<file path="config.mk">
export PLATFORM = sky130hd
export DESIGN_NAME = crbm_master
export DESIGN_NICKNAME = d
export VERILOG_FILES = /design/src/rtl/crbm_pkg.sv /design/src/rtl/crbm_timer.sv /design/src/rtl/crbm_merge.sv /design/src/rtl/crbm_seq.sv /design/src/rtl/crbm_master.sv
export SDC_FILE = /design/constraint.sdc
export NUM_CORES = 1
export LEC_CHECK = 0
export CAP_MARGIN = 30
export CORE_ASPECT_RATIO = 1.4
export CORE_MARGIN = 2
export CORE_UTILIZATION = 45
export CTS_BUF_LIST = sky130_fd_sc_hd__clkbuf_8
export CTS_CLUSTER_SIZE = 25
export DETAILED_ROUTE_END_ITERATION = 8
export MAX_ROUTING_LAYER = met4
export PLACE_DENSITY_LB_ADDON = 0.3
export SLEW_MARGIN = 5
export SYNTH_ARGS = -nofsm -noshare
export SYNTH_HDL_FRONTEND = slang
export SYNTH_SLANG_ARGS = --single-unit
</file>
<file path="constraint.sdc">
create_clock -name clk -period 2.3 [get_ports clk]
set_input_delay 0.46 -clock clk [delete_from_list [all_inputs] [get_ports clk]]
set_output_delay 0.46 -clock clk [all_outputs]
set_load 0.02 [all_outputs]
</file>
<file path="src/rtl/crbm_pkg.sv">
package crbm_pkg;

  typedef enum logic [1:0] {
    OP_READ  = 2'd0,
    OP_WRITE = 2'd1,
    OP_RMW   = 2'd2,
    OP_RSVD  = 2'd3
  } crbm_op_e;

  // Sequencer steps: *_SET present data without strobe, *_STB wait ack high,
  // *_REL wait ack low with strobe removed.
  typedef enum logic [3:0] {
    ST_IDLE  = 4'd0,
    ST_ASET  = 4'd1,
    ST_ASTB  = 4'd2,
    ST_AREL  = 4'd3,
    ST_RZERO = 4'd4,
    ST_RSTB  = 4'd5,
    ST_RREL  = 4'd6,
    ST_DSET  = 4'd7,
    ST_DSTB  = 4'd8,
    ST_DREL  = 4'd9,
    ST_WSET  = 4'd10,
    ST_WSTB  = 4'd11,
    ST_WREL  = 4'd12
  } crbm_state_e;

endpackage

</file>
<file path="src/rtl/crbm_timer.sv">
module crbm_timer #(
  parameter int TW = 12
) (
  input  logic          clk,
  input  logic          rst_n,
  input  logic          busy,
  input  logic          restart,
  output logic [TW-1:0] cnt
);
  localparam logic [TW-1:0] CNT_MAX = {TW{1'b1}};

  logic [TW-1:0] cnt_q, cnt_d;
  logic          cnt_en;

  assign cnt_en = busy | restart;

  always_comb begin
    if (restart)               cnt_d = '0;
    else if (cnt_q == CNT_MAX) cnt_d = cnt_q;
    else                       cnt_d = cnt_q + 1'b1;
  end

  always_ff @(posedge clk or negedge rst_n) begin
    if (!rst_n)      cnt_q <= '0;
    else if (cnt_en) cnt_q <= cnt_d;
  end

  assign cnt = cnt_q;
endmodule

</file>
<file path="src/rtl/crbm_merge.sv">
module crbm_merge #(
  parameter int DW = 16
) (
  input  logic [DW-1:0] old_val,
  input  logic [DW-1:0] new_val,
  input  logic [DW-1:0] mask,
  output logic [DW-1:0] merged
);
  for (genvar b = 0; b < DW; b++) begin : g_bit
    assign merged[b] = mask[b] ? new_val[b] : old_val[b];
  end
endmodule

</file>
<file path="src/rtl/crbm_seq.sv">
module crbm_seq
  import crbm_pkg::*;
#(
  parameter int DW = 16,
  parameter int TW = 12
) (
  input  logic          clk,
  input  logic          rst_n,
  input  logic          req_valid,
  input  logic [1:0]    req_op,
  input  logic [DW-1:0] req_addr,
  input  logic [DW-1:0] req_wdata,
  input  logic [DW-1:0] req_mask,
  input  logic [TW-1:0] tmo_limit,
  input  logic          ack,
  input  logic [DW-1:0] dout,
  input  logic [TW-1:0] cnt,
  input  logic [DW-1:0] merged,
  output logic          restart,
  output logic          busy,
  output crbm_state_e   state,
  output logic [DW-1:0] addr_hold,
  output logic [DW-1:0] data_hold,
  output logic [DW-1:0] mask_hold,
  output logic [DW-1:0] rdata_hold,
  output logic          done,
  output logic          err
);
  localparam logic [TW-1:0] SETUP_LAST = TW'(1);

  crbm_state_e   state_q, state_d;
  crbm_op_e      op_q;
  logic [DW-1:0] addr_q, wdat_q, mask_q, rdata_q;
  logic          wpass_q;
  logic          done_q, done_d, err_q, err_d;
  logic          accept, lat_rd, go_wpass;
  logic          wait_hi, wait_lo, met, expire, rd_path;

  assign wait_hi = (state_q == ST_ASTB) || (state_q == ST_RSTB) ||
                   (state_q == ST_DSTB) || (state_q == ST_WSTB);
  assign wait_lo = (state_q == ST_AREL) || (state_q == ST_RREL) ||
                   (state_q == ST_DREL) || (state_q == ST_WREL);
  assign met     = wait_hi ? ack : ~ack;
  assign expire  = (wait_hi | wait_lo) & ~met & (cnt == tmo_limit);
  assign rd_path = (op_q == OP_READ) || (op_q == OP_RSVD) ||
                   ((op_q == OP_RMW) && !wpass_q);

  always_comb begin
    state_d  = state_q;
    accept   = 1'b0;
    lat_rd   = 1'b0;
    go_wpass = 1'b0;
    done_d   = 1'b0;
    err_d    = 1'b0;
    unique case (state_q)
      ST_IDLE:  if (req_valid) begin accept = 1'b1; state_d = ST_ASET; end
      ST_ASET:  if (cnt == SETUP_LAST) state_d = ST_ASTB;
      ST_ASTB:  if (ack) state_d = ST_AREL;
      ST_AREL:  if (!ack) state_d = rd_path ? ST_RZERO : ST_DSET;
      ST_RZERO: state_d = ST_RSTB;
      ST_RSTB:  if (ack) begin lat_rd = 1'b1; state_d = ST_RREL; end
      ST_RREL: begin
        if (!ack) begin
          if ((op_q == OP_RMW) && !wpass_q) begin
            go_wpass = 1'b1;
            state_d  = ST_ASET;
          end else begin
            done_d  = 1'b1;
            state_d = ST_IDLE;
          end
        end
      end
      ST_DSET:  if (cnt == SETUP_LAST) state_d = ST_DSTB;
      ST_DSTB:  if (ack) state_d = ST_DREL;
      ST_DREL:  if (!ack) state_d = ST_WSET;
      ST_WSET:  state_d = ST_WSTB;
      ST_WSTB:  if (ack) state_d = ST_WREL;
      ST_WREL:  if (!ack) begin done_d = 1'b1; state_d = ST_IDLE; end
      default:  state_d = ST_IDLE;
    endcase
    if (expire) begin
      state_d  = ST_IDLE;
      done_d   = 1'b1;
      err_d    = 1'b1;
      lat_rd   = 1'b0;
      go_wpass = 1'b0;
    end
  end

  always_ff @(posedge clk or negedge rst_n) begin
    if (!rst_n) begin
      state_q <= ST_IDLE;
      done_q  <= 1'b0;
      err_q   <= 1'b0;
    end else begin
      state_q <= state_d;
      done_q  <= done_d;
      err_q   <= err_d;
    end
  end

  always_ff @(posedge clk or negedge rst_n) begin
    if (!rst_n) begin
      op_q    <= OP_READ;
      addr_q  <= '0;
      wdat_q  <= '0;
      mask_q  <= '0;
      wpass_q <= 1'b0;
    end else if (accept) begin
      op_q    <= crbm_op_e'(req_op);
      addr_q  <= req_addr;
      wdat_q  <= req_wdata;
      mask_q  <= req_mask;
      wpass_q <= 1'b0;
    end else if (go_wpass) begin
      wdat_q  <= merged;
      wpass_q <= 1'b1;
    end
  end

  always_ff @(posedge clk or negedge rst_n) begin
    if (!rst_n)      rdata_q <= '0;
    else if (lat_rd) rdata_q <= dout;
  end

  assign restart    = (state_d != state_q);
  assign busy       = (state_q != ST_IDLE);
  assign state      = state_q;
  assign addr_hold  = addr_q;
  assign data_hold  = wdat_q;
  assign mask_hold  = mask_q;
  assign rdata_hold = rdata_q;
  assign done       = done_q;
  assign err        = err_q;
endmodule

</file>
<file path="src/rtl/crbm_master.sv">
module crbm_master
  import crbm_pkg::*;
#(
  parameter int DW = 16,
  parameter int TW = 12
) (
  input  logic          clk,
  input  logic          rst_n,
  input  logic          req_valid,
  output logic          req_ready,
  input  logic [1:0]    req_op,
  input  logic [DW-1:0] req_addr,
  input  logic [DW-1:0] req_wdata,
  input  logic [DW-1:0] req_mask,
  input  logic [TW-1:0] tmo_limit,
  output logic [DW+3:0] ctrl_word,
  input  logic [DW:0]   stat_word,
  output logic          rsp_done,
  output logic          rsp_err,
  output logic [DW-1:0] rsp_rdata
);
  localparam int BIT_WR   = 0;
  localparam int BIT_RD   = 1;
  localparam int DIN_LO   = 2;
  localparam int BIT_CAPD = DW + 2;
  localparam int BIT_CAPA = DW + 3;

  crbm_state_e   state;
  logic [DW-1:0] addr_hold, data_hold, mask_hold, rdata_hold, merged;
  logic [TW-1:0] cnt;
  logic          restart, busy, ack;
  logic [DW-1:0] dout;

  assign ack  = stat_word[DW];
  assign dout = stat_word[DW-1:0];

  crbm_seq #(.DW(DW), .TW(TW)) u_seq (
    .clk(clk), .rst_n(rst_n),
    .req_valid(req_valid), .req_op(req_op), .req_addr(req_addr),
    .req_wdata(req_wdata), .req_mask(req_mask), .tmo_limit(tmo_limit),
    .ack(ack), .dout(dout), .cnt(cnt), .merged(merged),
    .restart(restart), .busy(busy), .state(state),
    .addr_hold(addr_hold), .data_hold(data_hold), .mask_hold(mask_hold),
    .rdata_hold(rdata_hold), .done(rsp_done), .err(rsp_err)
  );

  crbm_timer #(.TW(TW)) u_timer (
    .clk(clk), .rst_n(rst_n), .busy(busy), .restart(restart), .cnt(cnt)
  );

  crbm_merge #(.DW(DW)) u_merge (
    .old_val(rdata_hold), .new_val(data_hold), .mask(mask_hold), .merged(merged)
  );

  always_comb begin
    ctrl_word = '0;
    unique case (state)
      ST_ASET, ST_AREL: ctrl_word[DIN_LO +: DW] = addr_hold;
      ST_ASTB: begin
        ctrl_word[DIN_LO +: DW] = addr_hold;
        ctrl_word[BIT_CAPA]     = 1'b1;
      end
      ST_RSTB: ctrl_word[BIT_RD] = 1'b1;
      ST_DSET, ST_DREL, ST_WSET, ST_WREL: ctrl_word[DIN_LO +: DW] = data_hold;
      ST_DSTB: begin
        ctrl_word[DIN_LO +: DW] = data_hold;
        ctrl_word[BIT_CAPD]     = 1'b1;
      end
      ST_WSTB: begin
        ctrl_word[DIN_LO +: DW] = data_hold;
        ctrl_word[BIT_WR]       = 1'b1;
      end
      default: ctrl_word = '0;
    endcase
  end

  assign req_ready = ~busy;
  assign rsp_rdata = rdata_hold;
endmodule

</file>
* Yosys cells after proc, flatten, opt, wreduce, memory -nomap -nowiden
Index checks and enable logic that the tools add are counted. Widths: inputs -> output; s select.
Operators by class: add/sub/neg operators 1, equality and inequality tests 35, multiplexer cells 58, bitwise operators 7, reduce and logical (&&, ||, !) cells 33
Operators with widths (number):
- $pmux 4 s13 | 1
- $mux 4 | 12
- $mux 1 | 38
- $reduce_and 2->1 | 17
- $mux 16 | 2
- $ne 2x2->1 const B | 16
- $pmux 16 s2 | 1
- $mux 12 | 2
- $eq 4x4->1 const B | 5
- $eq 4x3->1 const B | 4
- $add 12x1->12 const B | 1
- $eq 12x1->1 const B | 1
- $eq 12x12->1 | 1
- $eq 12x12->1 const B | 1
- $eq 4x2->1 const B | 2
- $logic_or 1x1->1 | 8
- $reduce_or 6->1 | 1
- $eq 2x2->1 const B | 2
- $eq 4x1->1 const B | 1
- $logic_not 4->1 | 1
- $ne 4x4->1 | 1
- $reduce_bool 4->1 | 1
- $not 1->1 | 3
- $reduce_or 3->1 | 1
- other kinds (9) | 11
Word-level totals: register bits 85, input bits 82, output and inout port bits 39, word-level logic and storage cells 159

* Depth between registers and ports, before layout
Gate-level depths: netlist (run 1).
word-level depth 12, gate-level depth with buffers 9, gate-level depth less buffers 7

* Hierarchy
A second synthesis (run 1) with hierarchy kept.
Second synthesis, totals: cells, all modules 496, area total of the unflattened synthesis 5021.1 µm²
By module, submodules not included:
- crbm_seq | instances 1, cells an instance 316, area each 3622.2 µm², seq. area each 1826.8 µm²
- crbm_timer | instances 1, cells an instance 66, area each 646.9 µm², seq. area each 300.3 µm²
- crbm_master | instances 1, cells an instance 98, area each 511.7 µm², seq. area each 0.0 µm²
- crbm_merge | instances 1, cells an instance 16, area each 240.2 µm², seq. area each 0.0 µm²

* Worst setup path after synthesis (run 1)
OpenSTA, ideal clock, no wires.
path kind reg2out, from register u_seq.state_q[1] (netlist: u_seq.state[1]), to output port ctrl_word[10], arrival 2146 ps, data required time 1840 ps, path slack -306 ps, stages on the path, launching flop included 8, buffers on the path 4, cell sequence dfrtp_1 clkbuf_1 clkbuf_1 clkbuf_1 inv_1 a21oi_1 clkbuf_1 a22o_1
Between the ends: word-level cells in the longest chain between the ends 3, elaborated cells on any way between the ends 12, those cells by class eq/ne (9); mux (1); reduce/logical (2)
RTL lines:
- start, declared | RTL line crbm_seq.sv:31 | crbm_state_e state_q, state_d;
- start signal, assigned | RTL line crbm_seq.sv:96 | state_q <= state_d;
- $eq 4x4->1, or another cell as far along | RTL line crbm_master.sv:57 | unique case (state)
- $reduce_or 6->1 (no line) or $reduce_or 3->1 (tied branches)
- $pmux 16 s2 (*) | RTL line crbm_master.sv:57
- end, declared | RTL line crbm_master.sv:16 | output logic [DW+3:0] ctrl_word,
Mark *: on every way between the ends. The rest lies on a longest branch, timed or not.

* Final worst setup path (run 1)
from register u_timer.cnt_q[9] (netlist: u_timer.cnt[9]), to register u_timer.cnt_q[7] (netlist: u_timer.cnt[7])
Between the ends: word-level cells in the longest chain between the ends 7, elaborated cells on any way between the ends 13, those cells by class eq/ne (5); mux (5); bitwise (2); reduce/logical (1)
RTL lines:
- start, declared | RTL line crbm_timer.sv:12 | logic [TW-1:0] cnt_q, cnt_d;
- start signal, assigned | RTL line crbm_timer.sv:25 | else if (cnt_en) cnt_q <= cnt_d;
- $eq 12x1->1 | RTL line crbm_seq.sv:57, crbm_seq.sv:73
- $mux 4, on equally long branches | RTL line crbm_seq.sv:73, crbm_seq.sv:57
- $pmux 4 s13 | RTL line crbm_seq.sv:55 | unique case (state_q)
- $mux 4 | RTL line crbm_seq.sv:81 | if (expire) begin
- $ne 4x4->1 | RTL line crbm_seq.sv:126 | assign restart = (state_d != state_q);
- $ne 2x1->1 (no line) or $or 1x1->1 (tied branches)
- $reduce_and 2->1 (no line)
Parallel ways exist; a longest one is shown, timed or not. A chain may end at the register's enable or synchronous reset.

==> results of run 1 <==
==> path summary, 6_finish.rpt <==
| check | start | endpoint | cells after the start |
|---|---|---|---|
| min | rst_n | u_seq.err | 2 |
| max reg2reg | u_timer.cnt[9] | u_timer.cnt[7] | 6 |
| min reg2reg | u_seq.addr_hold[5] | u_seq.addr_hold[5] | 1 |
| min in group clk | u_seq.addr_hold[5] | u_seq.addr_hold[5] | 1 |
| max in group asynchronous | rst_n | u_seq.mask_hold[9] | 3 |
| max | u_timer.cnt[9] | u_timer.cnt[7] | 6 |
==> routing by layer <==
| layer | GRT usage [%] | vias up | share of wire [%] |
|---|---|---|---|
| li1 | - | 1888 | - |
| met1 | 29.1 | 1996 | 39 |
| met2 | 44.3 | 147 | 53 |
| met3 | 3.83 | 26 | 4.9 |
| met4 | 9.75 | 0 | 2.5 |
| met5 | - | - | 0 |
==> layout by cell type (no fill, tap or decap), types with 4 or more instances in the layout <==
master / netlist / layout
a21oi_1: 28 / 26
a22o_1: 16 / 16
buf_12: 0 / 7
buf_2: 4 / 14
buf_4: 0 / 65
clkbuf_8: 0 / 9
clkdlybuf4s50_1: 0 / 98
dfrtp_1: 85 / 83
inv_1: 10 / 7
mux2_1: 13 / 13
mux2_2: 37 / 37
mux2i_1: 16 / 16
nand2_1: 13 / 12
nand2b_1: 11 / 11
nand3_1: 7 / 7
nor2_1: 43 / 42
nor3_1: 7 / 7
nor4_1: 6 / 4
nor4_2: 11 / 6
nor4_4: 0 / 7
o21ai_0: 10 / 9
o31ai_1: 5 / 4
xnor2_1: 5 / 5
xor2_1: 16 / 16
==> cell type report <==
cell class / count / share of cell area, %
clock inverters: 7 / 1.18
repair buffers: 194 / 26.9
well taps: 135 / 2.49
clock buffers: 9 / 1.83
flip-flops and latches: 85 / 31.4
multi-input cells: 296 / 35.6
inverters: 10 / 0.554
==> sequential cells by signal, indices dropped and copies added, names as in the netlist <==
register	count
u_seq.wpass_q	1
u_seq.mask_hold	16
u_seq.done	1
u_seq.state	4
u_seq.err	1
u_seq.addr_hold	16
u_seq.op_q	2
u_timer.cnt	12
u_seq.rdata_hold	16
u_seq.data_hold	16
==> synthesized netlist by cell type, drive strengths merged (2+ instances only) <==
cell type / count / area share, %
o21ai: 10 / 1.1
inv: 10 / 0.83
nand3: 7 / 0.77
o31ai: 5 / 0.83
or2: 2 / 0.28
nor2: 43 / 3.6
a22o: 16 / 3.1
nand2b: 11 / 1.5
xor2: 16 / 3.1
mux2i: 16 / 3.5
dfrtp: 85 / 47
and3: 2 / 0.30
a311oi: 2 / 0.39
mux2: 50 / 12
and3b: 2 / 0.39
o22ai: 2 / 0.28
o211ai: 2 / 0.33
or3: 5 / 0.80
a21oi: 28 / 3.1
nor3: 7 / 0.77
a31oi: 3 / 0.41
ha: 3 / 0.83
xnor2: 5 / 0.96
clkbuf: 20 / 1.7
o32ai: 2 / 0.39
nand2: 13 / 1.1
buf: 10 / 1.3
nor4: 17 / 3.9
nor2b: 2 / 0.28
or4: 3 / 0.50
or3b: 2 / 0.39
o22a: 2 / 0.39
==> worst max-delay path: cells and delay by family, from the launching register on <==
kind	cells	cell delay, ps
buf+inv	1	210
compound gates	2	360
simple gates	3	1360
flops	1	400
==> power by group through the flow <==
stage | combinational [mW] | sequential, mW | clock, mW
2_1_floorplan | 2.76 | 2.66 | 0
4_1_cts | 5.23 | 2.60 | 1.13
5_1_grt | 5.82 | 2.70 | 1.20
3_5_place_dp | 5.11 | 2.62 | 0
3_3_place_gp | 5.06 | 2.59 | 0
6_report | 5.48 | 2.62 | 1.11
==> kinds of logic after synthesis <==
logic type / share of synthesized area [%]
flip-flops: 46.9
buffers and inverters: 3.75
multiplexers: 15.9
AND/OR/NAND/NOR: 15.5
XOR/XNOR: 4.05
AO/OA/AOI/OAI: 12.8
adder cells (fa/ha/maj): 1.05
==> repair_timing <==
| action | 4_1_cts | 5_1_grt |
|---|---|---|
| endpoints found under the hold margin | 9 | 0 |
| gates cloned | 2 | 1 |
| hold buffers | 1 | 0 |
| buffers inserted | 2 | 4 |
| resized for setup | 79 | 26 |
| pin swaps | 3 | 9 |
| endpoints found under the setup margin | 33 | 39 |
==> impl_metrics.json, run 1 <==
{
  "crit_top_cell": "or4_4",
  "gp_congestion": 0.961,
  "cts_root_buf": "clkbuf_8",
  "synth_ff_type": "dfrtp_1",
  "nNetsFinal": 681,
  "syn-cell-area_um2": 4540,
  "hold_ws_ps": 493,
  "place_inst": 710,
  "clock-sinks": 85,
  "crit_type": "reg -> reg",
  "seq_area_um2": 2130,
  "worst_slew_pin_slew_ps": 433,
  "rsz0062_at_grt": "yes",
  "clock_latency_ps": 360,
  "layout-drive-gt1-share_pct": 30.6,
  "pre_cts_slack_ps": -277,
  "p_total_mw": 9.21,
  "setup_viol": 12,
  "final_util_pct": 68.9,
  "crit_fanout": 6,
  "pin_count": 121,
  "cts_max_path_buffers": 2,
  "viasPerCell": 5.51,
  "min_period_ps": 2420,
  "ys_ff_latch": 85,
  "grt_pass1_vias": 4189,
  "status": "complete, but fails checks",
  "antenna_cells": 0,
  "arrival_ps": 2690,
  "path_cells": "or4_4 > or4_4 > a31oi_4 > o32ai_4 > clkbuf_16 > nor4_2",
  "dieWidth_um": 88.9,
  "swShare_pct": 41.3,
  "area_growth_pct": 49.4,
  "fin_crit_sh_pct": 105,
  "cp-start-kind": "flop",
  "r2r_setup_slack_ps": -120,
  "hold_viol": 0,
  "grt_pass1_wl_um": 20400,
  "portBuffers": 120,
  "min-delay-path-class": "in -> async",
  "die_area_um2": 10900,
  "peakVddDrop_mv": 0.964,
  "switching_power_mw": 3.80,
  "final_max_slew_viol_count": 0,
  "post_drt_wl_per_cell_um": 18.3,
  "cp.required_ps": 2570,
  "antenna_found_initial": 0,
  "drc_errors": 0,
  "crit_path_end_kind": "flop",
  "grt_usage_pct": 25.5,
  "yosys_warnings": 0,
  "num_vias": 4057,
  "p_leak_nw": 2.84,
  "synthCells": 421,
  "grt-ovfl-total": 0,
  "core_area_um2": 9850,
  "initial_utilization_pct": 46.1,
  "avgSynthCellArea_um2": 10.8,
  "htree_levels": 3,
  "dr.pass1.iters": 4,
  "cts_tree": "built",
  "p_int_mw": 5.40,
  "yosysSeqAreaShare_pct": 46.9,
  "fillers": 757,
  "slowest_delay_ps": 560,
  "cap_viol_max_count": 0,
  "finalNonFillerCells": 736,
  "multiInputGateArea_um2": 2410,
  "synth_nets": 506,
  "synth_cell_type_count": 57,
  "max_freq_mhz": 413,
  "first_iter_violations": 132,
  "relSlewSlack_pct": 70.9,
  "stdcell_area_um2": 6780,
  "grt_max_degree": 51,
  "p_comb_share_pct": 59.6,
  "seqPwrFrac_pct": 28.4,
  "crit_slowest_cell": "or4_4",
  "p_clk_share_pct": 12.0,
  "layout_setup_ws_ps": -120,
  "num_rows": 43,
  "fin_tns_setup_ps": -1220,
  "drt-total-wl_um": 13400,
  "clock_skew_ps": 13.3,
  "synth-edff-count": 0,
  "p_per_area_nw_per_um2": 1360,
  "ant_nets": 0,
  "cts_buffers": 9,
  "fp.dieH_um": 123,
  "violations": "negative setup slack",
  "worst_setup_hold_path_clk_slew_ps": 100,
  "place_area_um2": 6390,
  "hpwl_um": 9550,
  "async_reset_ff_share_pct": 100
}
Power figures use the tool's default switching activity.
==> run 2: changes to the inputs <==
--- a/config.mk
+++ b/config.mk
@@ -8,13 +8,12 @@
 export CAP_MARGIN = 30
 export CORE_ASPECT_RATIO = 1.4
 export CORE_MARGIN = 2
-export CORE_UTILIZATION = 45
+export CORE_UTILIZATION = 46
 export CTS_BUF_LIST = sky130_fd_sc_hd__clkbuf_8
 export CTS_CLUSTER_SIZE = 25
 export DETAILED_ROUTE_END_ITERATION = 8
 export MAX_ROUTING_LAYER = met4
 export PLACE_DENSITY_LB_ADDON = 0.3
-export SLEW_MARGIN = 5
 export SYNTH_ARGS = -nofsm -noshare
 export SYNTH_HDL_FRONTEND = slang
 export SYNTH_SLANG_ARGS = --single-unit
==> constraint.sdc (replaced) <==
create_clock -name clk -period 2.3 [get_ports clk]
set_input_delay 0.46 -clock clk [delete_from_list [all_inputs] [get_ports clk]]
set_output_delay 0.46 -clock clk [all_outputs]
set_load 0.05 [all_outputs]
==> run 2 against run 1 <==
Core utilization up 8.8 points. Worst setup slack better by 14 ps. Die area down 2.1%. First-iteration DRC count up 21%. The flow still finishes with violations (negative setup slack). Maximum frequency up 0.56%.
==> impl_metrics.json, run 2 (synthesized netlist as in run 1, its figures left out) <==
{
  "cts_buffers": 9,
  "final_max_slew_viol_count": 0,
  "clock-sinks": 85,
  "worst_setup_hold_path_clk_slew_ps": 90,
  "use_met1_pct": 34.3,
  "core_area_um2": 9510,
  "status": "complete, but fails checks",
  "layout_setup_ws_ps": -106,
  "r2r_cells": 6,
  "grt_use_met3_pct": 5.08,
  "grt-busiest-layer": "met2",
  "grt_pass1_vias": 4498,
  "min-delay-path-class": "in -> async",
  "place_inst": 699,
  "num_vias": 4149,
  "setup_viol": 12,
  "worst_slew_pin_slew_ps": 519,
  "hold_ws_ps": 51.3,
  "viasPerCell": 5.62,
  "slowest_delay_ps": 610,
  "relSlewSlack_pct": 65.3,
  "first_iter_violations": 160,
  "r2r_setup_slack_ps": -110,
  "peakVddDrop_mv": 1.17,
  "area_growth_pct": 62.8,
  "ant_nets": 0,
  "htree_levels": 3,
  "grt-ovfl-total": 0,
  "violations": "negative setup slack",
  "crit_fanout": 12,
  "met2_usage_pct": 50.9,
  "initial_utilization_pct": 47.7,
  "cts_root_buf": "clkbuf_8",
  "p_total_mw": 11.8,
  "drt-total-wl_um": 15000,
  "grt_pass1_wl_um": 23100,
  "die_area_um2": 10700,
  "p_per_area_nw_per_um2": 1590,
  "cap_viol_max_count": 0,
  "fp.dieH_um": 122,
  "gp_congestion": 0.950,
  "fillers": 619,
  "crit_type": "reg -> reg",
  "portBuffers": 120,
  "arrival_ps": 2680,
  "grt_max_degree": 52,
  "crit_slowest_cell": "or4_4",
  "antenna_found_initial": 0,
  "timing.rr.end": "u_timer.cnt[6]",
  "cp.required_ps": 2570,
  "nNetsFinal": 686,
  "clock_latency_ps": 370,
  "max_freq_mhz": 416,
  "num_rows": 42,
  "hold_viol": 0,
  "cts_max_path_buffers": 2,
  "min_period_ps": 2410,
  "grt_usage_pct": 29.5,
  "crit_path_end_kind": "flop",
  "finalNonFillerCells": 738,
  "clock_skew_ps": 13.2,
  "rsz0062_at_grt": "yes",
  "hpwl_um": 9940,
  "r2r-start": "u_timer.cnt[4]",
  "cts_tree": "built",
  "cp-start-kind": "flop",
  "path_cells": "or4_4 > or3_4 > a2111oi_4 > a21oi_2 > buf_12 > nor4_4",
  "path_delay_family": "simple AND/OR/NAND/NOR gates",
  "final_cell_mix": "97 x clkdlybuf4s50_1, 84 x dfrtp_1, 61 x buf_4",
  "drc_errors": 0,
  "fin_crit_sh_pct": 105,
  "antenna_cells": 0,
  "pre_cts_slack_ps": -336,
  "critPathBufInv": 1,
  "dr.pass1.iters": 4,
  "pin_count": 121,
  "fin_tns_setup_ps": -941,
  "final_common_cell": "clkdlybuf4s50_1",
  "post_drt_wl_per_cell_um": 20.4,
  "layout-drive-gt1-share_pct": 37.8,
  "dieWidth_um": 88.0,
  "p_leak_nw": 3.06
}
run 2: timing repair:
item,in CTS,in global routing
gates cloned,3,2
hold buffers,0,0
setup buffers,15,3
pin swaps,20,10
gates resized for setup,39,35
setup endpoints to repair,28,38
run 2: worst max path at each step:
stage	end	depth (start not counted)	slack, ps	from
after floorplan	u_timer.cnt[3]	8	-100	u_timer.cnt[5]
after global placement	u_timer.cnt[0]	7	-270	stat_word[16]
after detailed placement	u_seq.data_hold[0]	7	-340	stat_word[16]
after CTS	u_timer.cnt[1]	8	-80	u_timer.cnt[1]
after global routing	u_timer.cnt[6]	8	-180	u_timer.cnt[1]
final	u_timer.cnt[6]	6	-110	u_timer.cnt[4]
run 2: final cells by class:
cell class / instances / area [um2] / area share [%]
Tap cell: 132 / 165 / 2.23
Timing Repair Buffer: 199 / 2210 / 29.9
Clock buffer: 10 / 138 / 1.86
Multi-Input combinational cell: 296 / 2670 / 36.2
Inverter: 10 / 43.8 / 0.593
Sequential cell: 85 / 2130 / 28.8
Clock inverter: 6 / 32.5 / 0.440
run 2: worst register-to-register path, stage by stage (launching register included):
cell and delay (ps):
dfrtp_1 410, or4_4 610, or3_4 370, a2111oi_4 350, a21oi_2 120, buf_12 180
nor4_4 280
run 2: per-stage QoR:
step,util (%),instance area (um2)
global route,77.7,7390
detailed placement,69.7,6630
CTS,75.6,7190
floorplan,-,4760
finish,77.7,7390
global placement,69.7,6630
run 2: power breakdown:
group	switching [mW]	internal [mW]
combinational	4.15	3.95
sequential	0.541	2.16
clock	0.564	0.411
run 2: routing by layer:
layer | vias up | share of wire (%) | wire (um)
met5 | - | 0 | 0
met4 | 0 | 2.9 | 439
met3 | 34 | 5.8 | 869
met2 | 176 | 54 | 8140
met1 | 2050 | 37 | 5570
li1 | 1889 | - | -
==> run 3: changes to the inputs <==
--- a/config.mk
+++ b/config.mk
@@ -5,7 +5,6 @@
 export SDC_FILE = /design/constraint.sdc
 export NUM_CORES = 1
 export LEC_CHECK = 0
-export CAP_MARGIN = 30
 export CORE_ASPECT_RATIO = 1.4
 export CORE_MARGIN = 2
 export CORE_UTILIZATION = 46
==> results of run 3 <==
Same layout as run 2: the final DEF is identical, and so are final timing and power.
